$ cat src/rtl/sce_pkg.sv
package sce_pkg;
  typedef enum logic [2:0] {
    ST_IDLE = 3'd0,
    ST_ADV  = 3'd1,
    ST_COLL = 3'd2,
    ST_WAIT = 3'd3,
    ST_RX   = 3'd4
  } sce_state_t;
endpackage

$ cat src/rtl/sce_sync_edge.sv
module sce_sync_edge #(
  parameter int STAGES = 2
) (
  input  logic clk,
  input  logic rst,
  input  logic line_i,
  output logic edge_o
);
  logic [STAGES-1:0] chain_q;
  logic              prev_q;

  always_ff @(posedge clk) begin
    if (rst) chain_q[0] <= 1'b0;
    else     chain_q[0] <= line_i;
  end

  for (genvar g = 1; g < STAGES; g++) begin : g_stage
    always_ff @(posedge clk) begin
      if (rst) chain_q[g] <= 1'b0;
      else     chain_q[g] <= chain_q[g-1];
    end
  end

  always_ff @(posedge clk) begin
    if (rst) prev_q <= 1'b0;
    else     prev_q <= chain_q[STAGES-1];
  end

  assign edge_o = chain_q[STAGES-1] ^ prev_q;
endmodule

$ cat src/rtl/sce_edge_count.sv
module sce_edge_count #(
  parameter int W = 6
) (
  input  logic         clk,
  input  logic         rst,
  input  logic         clr_i,
  input  logic         inc_i,
  output logic [W-1:0] cnt_o,
  output logic [W-1:0] cnt_nxt_o
);
  localparam logic [W-1:0] TOP = {W{1'b1}};
  logic [W-1:0] cnt_q;

  always_comb begin
    if (cnt_q == TOP) cnt_nxt_o = cnt_q;
    else              cnt_nxt_o = cnt_q + W'(inc_i);
  end

  always_ff @(posedge clk) begin
    if (rst)        cnt_q <= '0;
    else if (clr_i) cnt_q <= '0;
    else            cnt_q <= cnt_nxt_o;
  end

  assign cnt_o = cnt_q;

  assert_sat_hold_R4: assert property (@(posedge clk) disable iff (rst)
    (cnt_q == TOP && !clr_i) |=> (cnt_q == TOP));

  assert_count_step_R2: assert property (@(posedge clk) disable iff (rst)
    (!clr_i && cnt_q != TOP) |=> (cnt_q == $past(cnt_q) || cnt_q == $past(cnt_q) + W'(1)));
endmodule

$ cat src/rtl/sce_bit_slice.sv
module sce_bit_slice #(
  parameter int W  = 6,
  parameter int LO = 20,
  parameter int HI = 60
) (
  input  logic [W-1:0] cnt_i,
  output logic         bit_o
);
  assign bit_o = (cnt_i > W'(LO)) && (cnt_i < W'(HI));
endmodule

$ cat src/rtl/sce_interval.sv
module sce_interval #(
  parameter int BIT_TICKS = 100,
  parameter int IDX_W     = 6,
  localparam int PH_W     = $clog2(BIT_TICKS)
) (
  input  logic             clk,
  input  logic             rst,
  input  logic             run_i,
  output logic             end_o,
  output logic [IDX_W-1:0] idx_o
);
  logic [PH_W-1:0]  phase_q;
  logic [IDX_W-1:0] idx_q;

  assign end_o = run_i && (phase_q == PH_W'(BIT_TICKS - 1));
  assign idx_o = idx_q;

  always_ff @(posedge clk) begin
    if (rst || !run_i) begin
      phase_q <= '0;
      idx_q   <= '0;
    end else if (end_o) begin
      phase_q <= '0;
      idx_q   <= idx_q + IDX_W'(1);
    end else begin
      phase_q <= phase_q + PH_W'(1);
    end
  end

  assert_phase_bound_R2: assert property (@(posedge clk) disable iff (rst)
    phase_q < PH_W'(BIT_TICKS));
endmodule

$ cat src/rtl/sce_demod.sv
module sce_demod import sce_pkg::*; #(
  parameter int TIMER_W     = 16,
  parameter int WAIT_TICKS  = 64,
  parameter int BIT_TICKS   = 100,
  parameter int EDGE_W      = 6,
  parameter int EDGE_LO     = 20,
  parameter int EDGE_HI     = 60,
  parameter int MAX_BITS    = 32,
  parameter int SYNC_STAGES = 2,
  localparam int CNT_W      = $clog2(MAX_BITS + 1),
  localparam int REQ_W      = $clog2(MAX_BITS) + 2
) (
  input  logic                clk,
  input  logic                rst,
  input  logic                start_i,
  input  logic                line_i,
  input  logic [REQ_W-1:0]    nbits_i,
  input  logic                decrypt_i,
  input  logic                ks_bit_i,
  output logic                ks_adv_o,
  output logic [MAX_BITS-1:0] data_o,
  output logic [CNT_W-1:0]    nbits_o,
  output logic                valid_o,
  output logic                timer_clr_o
);
  localparam int SEL_W = $clog2(MAX_BITS);
  localparam int ADV_W = CNT_W + 2;

  sce_state_t          state_q;
  logic [TIMER_W-1:0]  timer_q;
  logic                adv_step_q;
  logic [CNT_W-1:0]    coll_idx_q;
  logic [CNT_W-1:0]    nbits_q;
  logic                dec_q;
  logic [MAX_BITS-1:0] word_q;
  logic [MAX_BITS-1:0] word_nxt;
  logic [MAX_BITS-1:0] data_q;
  logic [CNT_W-1:0]    cnt_out_q;
  logic                valid_q;
  logic                clr_q;

  logic                edge_w;
  logic                ivl_end;
  logic [CNT_W-1:0]    ivl_idx;
  logic [EDGE_W-1:0]   ecnt;
  logic [EDGE_W-1:0]   ecnt_nxt;
  logic                bit_dec;
  logic                cnt_clr;
  logic [CNT_W-1:0]    req_capped;
  logic                wait_done;
  logic                last_coll;
  logic                last_bit;

  sce_sync_edge #(.STAGES(SYNC_STAGES)) u_sync (
    .clk(clk), .rst(rst), .line_i(line_i), .edge_o(edge_w)
  );

  assign cnt_clr = (state_q != ST_RX) || ivl_end;

  sce_edge_count #(.W(EDGE_W)) u_ecnt (
    .clk(clk), .rst(rst), .clr_i(cnt_clr), .inc_i(edge_w),
    .cnt_o(ecnt), .cnt_nxt_o(ecnt_nxt)
  );

  sce_bit_slice #(.W(EDGE_W), .LO(EDGE_LO), .HI(EDGE_HI)) u_slice (
    .cnt_i(ecnt_nxt), .bit_o(bit_dec)
  );

  sce_interval #(.BIT_TICKS(BIT_TICKS), .IDX_W(CNT_W)) u_ivl (
    .clk(clk), .rst(rst), .run_i(state_q == ST_RX),
    .end_o(ivl_end), .idx_o(ivl_idx)
  );

  assign req_capped = (nbits_i > REQ_W'(MAX_BITS)) ? CNT_W'(MAX_BITS)
                                                   : nbits_i[CNT_W-1:0];
  assign wait_done  = timer_q >= TIMER_W'(WAIT_TICKS - 1);
  assign last_coll  = coll_idx_q == (nbits_q - CNT_W'(1));
  assign last_bit   = ivl_idx == (nbits_q - CNT_W'(1));
  assign ks_adv_o   = (state_q == ST_ADV) || (state_q == ST_COLL);

  always_comb begin
    word_nxt = word_q;
    word_nxt[ivl_idx[SEL_W-1:0]] = word_q[ivl_idx[SEL_W-1:0]] ^ bit_dec;
  end

  always_ff @(posedge clk) begin
    if (rst) begin
      state_q    <= ST_IDLE;
      timer_q    <= '0;
      adv_step_q <= 1'b0;
      coll_idx_q <= '0;
      nbits_q    <= '0;
      dec_q      <= 1'b0;
      word_q     <= '0;
      data_q     <= '0;
      cnt_out_q  <= '0;
      valid_q    <= 1'b0;
      clr_q      <= 1'b0;
    end else begin
      valid_q <= 1'b0;
      clr_q   <= 1'b0;
      if (state_q != ST_IDLE && timer_q != {TIMER_W{1'b1}})
        timer_q <= timer_q + TIMER_W'(1);
      case (state_q)
        ST_IDLE: begin
          if (start_i) begin
            state_q    <= ST_ADV;
            timer_q    <= '0;
            adv_step_q <= 1'b0;
            coll_idx_q <= '0;
            nbits_q    <= req_capped;
            dec_q      <= decrypt_i;
            word_q     <= '0;
          end
        end
        ST_ADV: begin
          adv_step_q <= 1'b1;
          if (adv_step_q)
            state_q <= (dec_q && nbits_q != '0) ? ST_COLL : ST_WAIT;
        end
        ST_COLL: begin
          word_q[coll_idx_q[SEL_W-1:0]] <= ks_bit_i;
          coll_idx_q <= coll_idx_q + CNT_W'(1);
          if (last_coll) state_q <= ST_WAIT;
        end
        ST_WAIT: begin
          if (wait_done) begin
            if (nbits_q == '0) begin
              data_q    <= word_q;
              cnt_out_q <= nbits_q;
              valid_q   <= 1'b1;
              clr_q     <= 1'b1;
              timer_q   <= '0;
              state_q   <= ST_IDLE;
            end else begin
              state_q <= ST_RX;
            end
          end
        end
        ST_RX: begin
          if (ivl_end) begin
            word_q <= word_nxt;
            if (last_bit) begin
              data_q    <= word_nxt;
              cnt_out_q <= nbits_q;
              valid_q   <= 1'b1;
              clr_q     <= 1'b1;
              timer_q   <= '0;
              state_q   <= ST_IDLE;
            end
          end
        end
        default: state_q <= ST_IDLE;
      endcase
    end
  end

  assign data_o      = data_q;
  assign nbits_o     = cnt_out_q;
  assign valid_o     = valid_q;
  assign timer_clr_o = clr_q;

  // Keystream advance tally per frame, used only by the checks below.
  logic [ADV_W-1:0] adv_seen_q;
  always_ff @(posedge clk) begin
    if (rst)                                adv_seen_q <= '0;
    else if (state_q == ST_IDLE && start_i) adv_seen_q <= '0;
    else if (ks_adv_o)                      adv_seen_q <= adv_seen_q + ADV_W'(1);
  end

  function automatic logic [MAX_BITS-1:0] low_ones(input logic [CNT_W-1:0] n);
    logic [MAX_BITS-1:0] m;
    m = '0;
    for (int k = 0; k < MAX_BITS; k++)
      if (k < int'(n)) m[k] = 1'b1;
    return m;
  endfunction

  assert_ks_budget_R6: assert property (@(posedge clk) disable iff (rst)
    valid_o |-> (adv_seen_q == ADV_W'(2) + (dec_q ? ADV_W'(nbits_q) : ADV_W'(0))));

  assert_single_pulse_R7: assert property (@(posedge clk) disable iff (rst)
    valid_o |=> !valid_o);

  assert_clr_with_valid_R7: assert property (@(posedge clk) disable iff (rst)
    timer_clr_o == valid_o);

  assert_count_cap_R1: assert property (@(posedge clk) disable iff (rst)
    valid_o |-> (nbits_o <= CNT_W'(MAX_BITS)));

  assert_upper_clear_R5: assert property (@(posedge clk) disable iff (rst)
    valid_o |-> ((data_o & ~low_ones(nbits_o)) == '0));
endmodule

$ cat config.mk
export PLATFORM = sky130hd
export DESIGN_NAME = sce_demod
export DESIGN_NICKNAME = d
export VERILOG_FILES = /design/src/rtl/sce_pkg.sv /design/src/rtl/sce_sync_edge.sv /design/src/rtl/sce_edge_count.sv /design/src/rtl/sce_bit_slice.sv /design/src/rtl/sce_interval.sv /design/src/rtl/sce_demod.sv
export SDC_FILE = /design/constraint.sdc
export NUM_CORES = 1
export LEC_CHECK = 0
export CORE_MARGIN = 2
export CORE_UTILIZATION = 63
export CTS_BUF_LIST = sky130_fd_sc_hd__clkbuf_4 sky130_fd_sc_hd__clkbuf_8 sky130_fd_sc_hd__clkbuf_16
export DETAILED_ROUTE_END_ITERATION = 10
export GPL_ROUTABILITY_DRIVEN = 0
export MAX_ROUTING_LAYER = met4
export PLACE_DENSITY_LB_ADDON = 0.3
export SYNTH_ARGS = -nofsm -noshare
export SYNTH_HDL_FRONTEND = slang
export SYNTH_SLANG_ARGS = --single-unit
$ cat constraint.sdc
create_clock -name clk -period 4.9 [get_ports clk]
set_input_delay 1.47 -clock clk [delete_from_list [all_inputs] [get_ports clk]]
set_output_delay 1.47 -clock clk [all_outputs]
set_load 0.05 [all_outputs]
==> results of run 1 <==
## metal layers
metal / track usage, % / share of wire [%] / routed length, um
met1: 44.06 / 43 / 9517
met2: 52.22 / 45 / 10050
met4: 16.00 / 2.9 / 652
met3: 7.467 / 9.2 / 2059
met5: - / 0 / 0
## per-stage QoR
stage	cells	util (%)
5_1_grt	1150	72.37
6_report	1150	72.37
2_1_floorplan	964	-
3_5_place_dp	1118	67.42
4_1_cts	1150	72.37
3_3_place_gp	1118	67.42
## layout by cell type (no fill, tap or decap), drive strengths merged, types with 3 or more instances in the layout
master / Yosys / final
o21ai: 78 / 78
and3: 8 / 8
or3b: 3 / 3
dfxtp: 126 / 126
nor3: 38 / 38
clkinv: 0 / 3
nor2: 107 / 107
or2: 6 / 6
clkdlybuf4s50: 0 / 52
mux2i: 20 / 20
bufinv: 0 / 3
or4: 5 / 5
nand2b: 13 / 13
nor2b: 15 / 15
a211oi: 20 / 20
ha: 14 / 14
nor3b: 4 / 4
buf: 33 / 14
a221oi: 13 / 13
nand3: 51 / 51
clkbuf: 51 / 26
o221ai: 33 / 33
a21o: 33 / 33
nand3b: 6 / 6
or3: 4 / 4
o41ai: 32 / 32
mux2: 17 / 17
nand4: 7 / 7
nand2: 62 / 62
xor2: 20 / 20
inv: 16 / 16
a21oi: 47 / 47
and2: 5 / 5
a31oi: 12 / 12
and4: 3 / 3
xnor2: 27 / 27
a32o: 3 / 3
## critical path, stage by stage (launching register included)
cell      delay (ps)
dfxtp_1          460
inv_1            150
ha_1             380
xnor2_1          140
a311o_1          310
nor3_2           180
or3b_1           550
a21boi_4         630
buf_4            390
o221ai_1         170
a211oi_1         270
## sequential cells by signal (all words and copies together) (netlist names), 3 cells and up
| signal | flops |
|---|---|
| timer_q | 16 |
| nbits_o | 6 |
| u_ivl.idx_o | 6 |
| u_ivl.phase_q | 7 |
| word_q | 32 |
| coll_idx_q | 6 |
| data_o | 32 |
| state_q | 3 |
| nbits_q | 6 |
| u_ecnt.cnt_o | 6 |
## where the power goes
| group | internal, W | switching, W | total, W |
|---|---|---|---|
| combinational | 0.000298 | 0.000483 | 0.000781 |
| clock | 0.000879 | 0.000461 | 0.00134 |
| sequential | 0.00109 | 0.000123 | 0.00121 |
| total | 0.00227 | 0.00107 | 0.00333 |
## cell type report
type	instances	area [um^2]
Inverter	16	60.06
Multi-Input combinational cell	738	5052
Clock inverter	6	105.1
Tap cell	172	215.2
Timing Repair Buffer	66	623.1
Clock buffer	26	518.0
Fill cell	963	3472
Sequential cell	126	2522
## worst paths after layout
path / start / end / cells past startpoint / slack (ps)
max: nbits_q[0] / data_o[14] / 10 / 1160
min: u_sync.chain_q[0] / u_sync.chain_q[1] / 1 / 440
max reg2reg: nbits_q[0] / data_o[14] / 10 / 1160
min reg2reg: u_sync.chain_q[0] / u_sync.chain_q[1] / 1 / 440
## kinds of logic after synthesis
group / share of synthesized area, %
XOR/XNOR: 5.113
adder cells (fa/ha/maj): 2.176
AO/OA/AOI/OAI: 28.35
multiplexers: 5.470
AND/OR/NAND/NOR: 21.52
flip-flops: 31.33
buffers and inverters: 6.045
==> impl_metrics.yaml, run 1 <==
finish:
  finalInstanceArea_um2: 9096
  nets: 992
  drive_gt1_share_pct: 12.68
  syn_to_final_growth_pct: 12.98
  n_antenna_cell: 0
clock_network:
  ctsResizeCount: 0
  clock_latency_ps: 430
  htree_levels: 4
  postCtsSetupBuffers: 0
  cts_buffers: 17
  clockBufferDepth: 2
  cts.hold.buffers_added: 0
  tritoncts: "built"
  clkSlewWorstSetupHoldPaths_ps: 50
  clkSinkCount: 126
  root_buffer: "clkbuf_16"
yosys:
  synth_edf_count: 0
  ys_ff_latch: 126
  yosysMostFrequentCell: "dfxtp_1"
  synth_area_um2: 8051
  ys_warn_count: 0
  synth-async-reset-ratio_pct: 0
  ys_seq_area_share_pct: 31.33
  yosys-top-cells-count: "dfxtp_1, nor2_1, o21ai_0"
  yosys.area.top_type_share_pct: 31.33
  synth_top_cell_by_area: "dfxtp_1"
  ys_types: 78
  synth_flop_cell: "dfxtp_1"
  syn_area_per_cell_um2: 8.352
  syn_nets: 991
  synthTopCellsByArea: "dfxtp_1, nor2_1, o21ai_0"
  synthCells: 964
die:
  io_pins: 54
  die_w_um: 117.1
  die_area_um2: 13700
  initial_core_util_pct: 64.06
  core-area_um2: 12570
  rows: 41
  die_h_um: 117.1
place:
  place_area_um2: 8473
  pre_cts_ws_ps: 1182
  portBuffers: 53
  dpl.hpwl_mm: 13.91
grt:
  grt_max_degree: 60
  antenna_found_initial: 0
  first_global_vias: 7216
  grt_pass1_wl_mm: 36.20
  grt_use_total_pct: 34.45
  overflow: 0
sta:
  setup_ws_ps: 1164
  finalSetupTns_ps: 0
  setup_viol: 0
  tightest_slew_ps: 1101
  finalClockSkew_ps: 6.625
  slew_headroom_pct: 26.46
  fmax_mhz: 267.7
  hold_viol_final: 0
  rsz0062_at_grt: "false"
  whs_ps: 442.6
  min_period_over_period_pct: 76.24
  slew_viol_final: 0
  period_minus_slack_ps: 3736
critical_path:
  path_max_fanout: 19
  cp.required_ps: 5230
  worstSetupPathType: "reg -> reg"
  end_kind: "flip-flop"
  critPathArrivalTime_ps: 4070
  cp-start-kind: "flip-flop"
routing:
  drt_iter0_drc: 918
  vias: 7796
  viasPerCell: 6.779
  routed_wl_mm: 22.28
  ant_nets: 0
  wl_per_cell_um: 19.38
  drc: 0
  firstDrtPassIters: 7
min_path:
  hold_class: "reg -> reg"
power_and_ir_drop:
  p_leak_nw: 3.094
  max-vdd-ir-drop_mv: 0.2408
  power.total_w: 0.003332
  powerDensity_nw_per_um2: 366.3
run_status:
  status: "finished clean"
job:
  cap_viol_max_count: 0
Note: power is estimated with default switching activity, not from simulation.
==> run 2: changes to the inputs <==
Settings changed: CORE_UTILIZATION 63 to 60.
Clock period 4.9 ns to 3.6 ns, I/O delays scaled along.
==> impl_metrics.yaml, run 2 (synthesis gave the netlist of run 1 again) <==
run_status:
  status: "finished clean"
clock_network:
  postCtsSetupBuffers: 0
  root_buffer: "clkbuf_16"
  cts_buffers: 17
  clkSlewWorstSetupHoldPaths_ps: 60
  tritoncts: "built"
  clock_latency_ps: 430
  clockBufferDepth: 2
  cts.hold.buffers_added: 0
  clkSinkCount: 126
  htree_levels: 4
  ctsResizeCount: 0
critical_path:
  end_kind: "primary output"
  reg2reg_to: "data_o[17]"
  r2r_slack_ps: 380
  r2r_start: "nbits_q[0]"
  path_max_fanout: 13
  worstSetupPathType: "reg -> out"
  slowest_delay_ps: 840
  cp_top_family: "buffers and inverters"
  worst_path_max_delay_cell: "clkdlybuf4s50_1"
  crit_buf_inv: 1
  critPathArrivalTime_ps: 2140
  worst_r2r_path_depth: 10
  endpoint: "ks_adv_o"
  crit_cells: 3
  cp-start-kind: "flip-flop"
  crit_start: "state_q[1]"
  cp.required_ps: 2520
  cp_cell_sequence: "xnor2_1, nor2_1, clkdlybuf4s50_1"
sta:
  finalSetupTns_ps: 0
  setup_ws_ps: 377.1
  period_minus_slack_ps: 3223
  slew_headroom_pct: 54.43
  min_period_over_period_pct: 89.52
  slew_viol_final: 0
  tightest_slew_ps: 683.6
  fmax_mhz: 310.3
  finalClockSkew_ps: 9.743
  setup_viol: 0
  rsz0062_at_grt: "false"
  hold_viol_final: 0
  whs_ps: 441.7
routing:
  wl_per_cell_um: 19.04
  vias: 7770
  drt_iter0_drc: 1008
  drc: 0
  firstDrtPassIters: 9
  routed_wl_mm: 22.22
  viasPerCell: 6.658
  ant_nets: 0
power_and_ir_drop:
  p_sw_w: 0.001434
  powerDensity_nw_per_um2: 485.8
  max-vdd-ir-drop_mv: 0.2938
  comb_power_share_pct: 24.3
  internal_power_w: 0.003035
  p_leak_nw: 3.154
  power_frac_seq_pct: 36.5
  power.total_w: 0.004469
  clock_power_share_pct: 39.2
  switching_share_pct: 32.09
finish:
  drive_gt1_share_pct: 13.82
  nFillCells: 1030
  nets: 1006
  finalInstanceArea_um2: 9200
  final_common_cell: "dfxtp_1"
  syn_to_final_growth_pct: 14.27
  n_antenna_cell: 0
  final_cell_mix: "dfxtp_1, nor2_1, o21ai_0"
die:
  die_h_um: 119.8
  rows: 42
  die_area_um2: 14360
  io_pins: 54
  core-area_um2: 13190
  initial_core_util_pct: 61.04
  die_w_um: 119.8
place:
  portBuffers: 53
  place_area_um2: 8608
  dpl.hpwl_mm: 14.50
  pre_cts_ws_ps: 409.6
grt:
  overflow: 0
  grt_pass1_wl_mm: 36.20
  grtUsageMet2_pct: 48.71
  top_usage_layer: "met2"
  grt_max_degree: 60
  antenna_found_initial: 0
  gr-usage-met1_pct: 42.14
  first_global_vias: 7133
  grt_use_total_pct: 32.11
  use_met3_pct: 7.272
job:
  cap_viol_max_count: 0
min_path:
  min_path_cells: 1
  hold_class: "reg -> reg"
-- run 2: stage by stage --
| stage | utilization (%) | std cells |
|---|---|---|
| 3_3_place_gp | 65.26 | 1136 |
| 6_report | 69.75 | 1167 |
| 3_5_place_dp | 65.26 | 1136 |
| 4_1_cts | 69.75 | 1167 |
| 2_1_floorplan | - | 964 |
| 5_1_grt | 69.75 | 1167 |
-- run 2: power groups by stage --
stage	sequential (W)	combinational [W]	clock, W
2_1_floorplan	0.00159	0.000850	0
3_3_place_gp	0.00165	0.00104	0
3_5_place_dp	0.00165	0.00105	0
4_1_cts	0.00162	0.00106	0.00177
5_1_grt	0.00164	0.00118	0.00182
6_report	0.00163	0.00108	0.00175
-- run 2: layout make-up --
class / instances / area (um^2) / share of cell area [%]
Multi-Input combinational cell: 738 / 5052 / 54.92
Sequential cell: 126 / 2522 / 27.42
Timing Repair Buffer: 80 / 753.2 / 8.187
Clock buffer: 23 / 476.7 / 5.182
Tap cell: 176 / 220.2 / 2.394
Clock inverter: 8 / 115.1 / 1.251
Inverter: 16 / 60.06 / 0.6528
-- run 2: worst min path at each step --
stage	slack [ps]	end	from
detailed placement	430	u_sync.chain_q[1]	u_sync.chain_q[0]
global placement	420	u_sync.chain_q[1]	u_sync.chain_q[0]
finish	440	u_sync.chain_q[1]	u_sync.chain_q[0]
floorplan	410	u_ivl.phase_q[0]	u_ivl.phase_q[0]
CTS	450	u_sync.chain_q[1]	u_sync.chain_q[0]
global route	460	u_sync.chain_q[1]	u_sync.chain_q[0]
-- run 2: worst reg2reg max path, cell delays in order (launching register included) --
cell	delay (ps)
dfxtp_1	460
inv_1	140
ha_1	350
xnor2_1	140
a311o_1	280
nor3_2	170
or3b_1	550
nand2b_4	360
nor4_4	190
buf_4	330
a211oi_1	140
-- run 2: layer usage --
layer	up-vias	part of all wire (%)
met5	-	0
met4	0	2.4
met3	61	8.7
met2	405	46
met1	3687	43
li1	3617	-
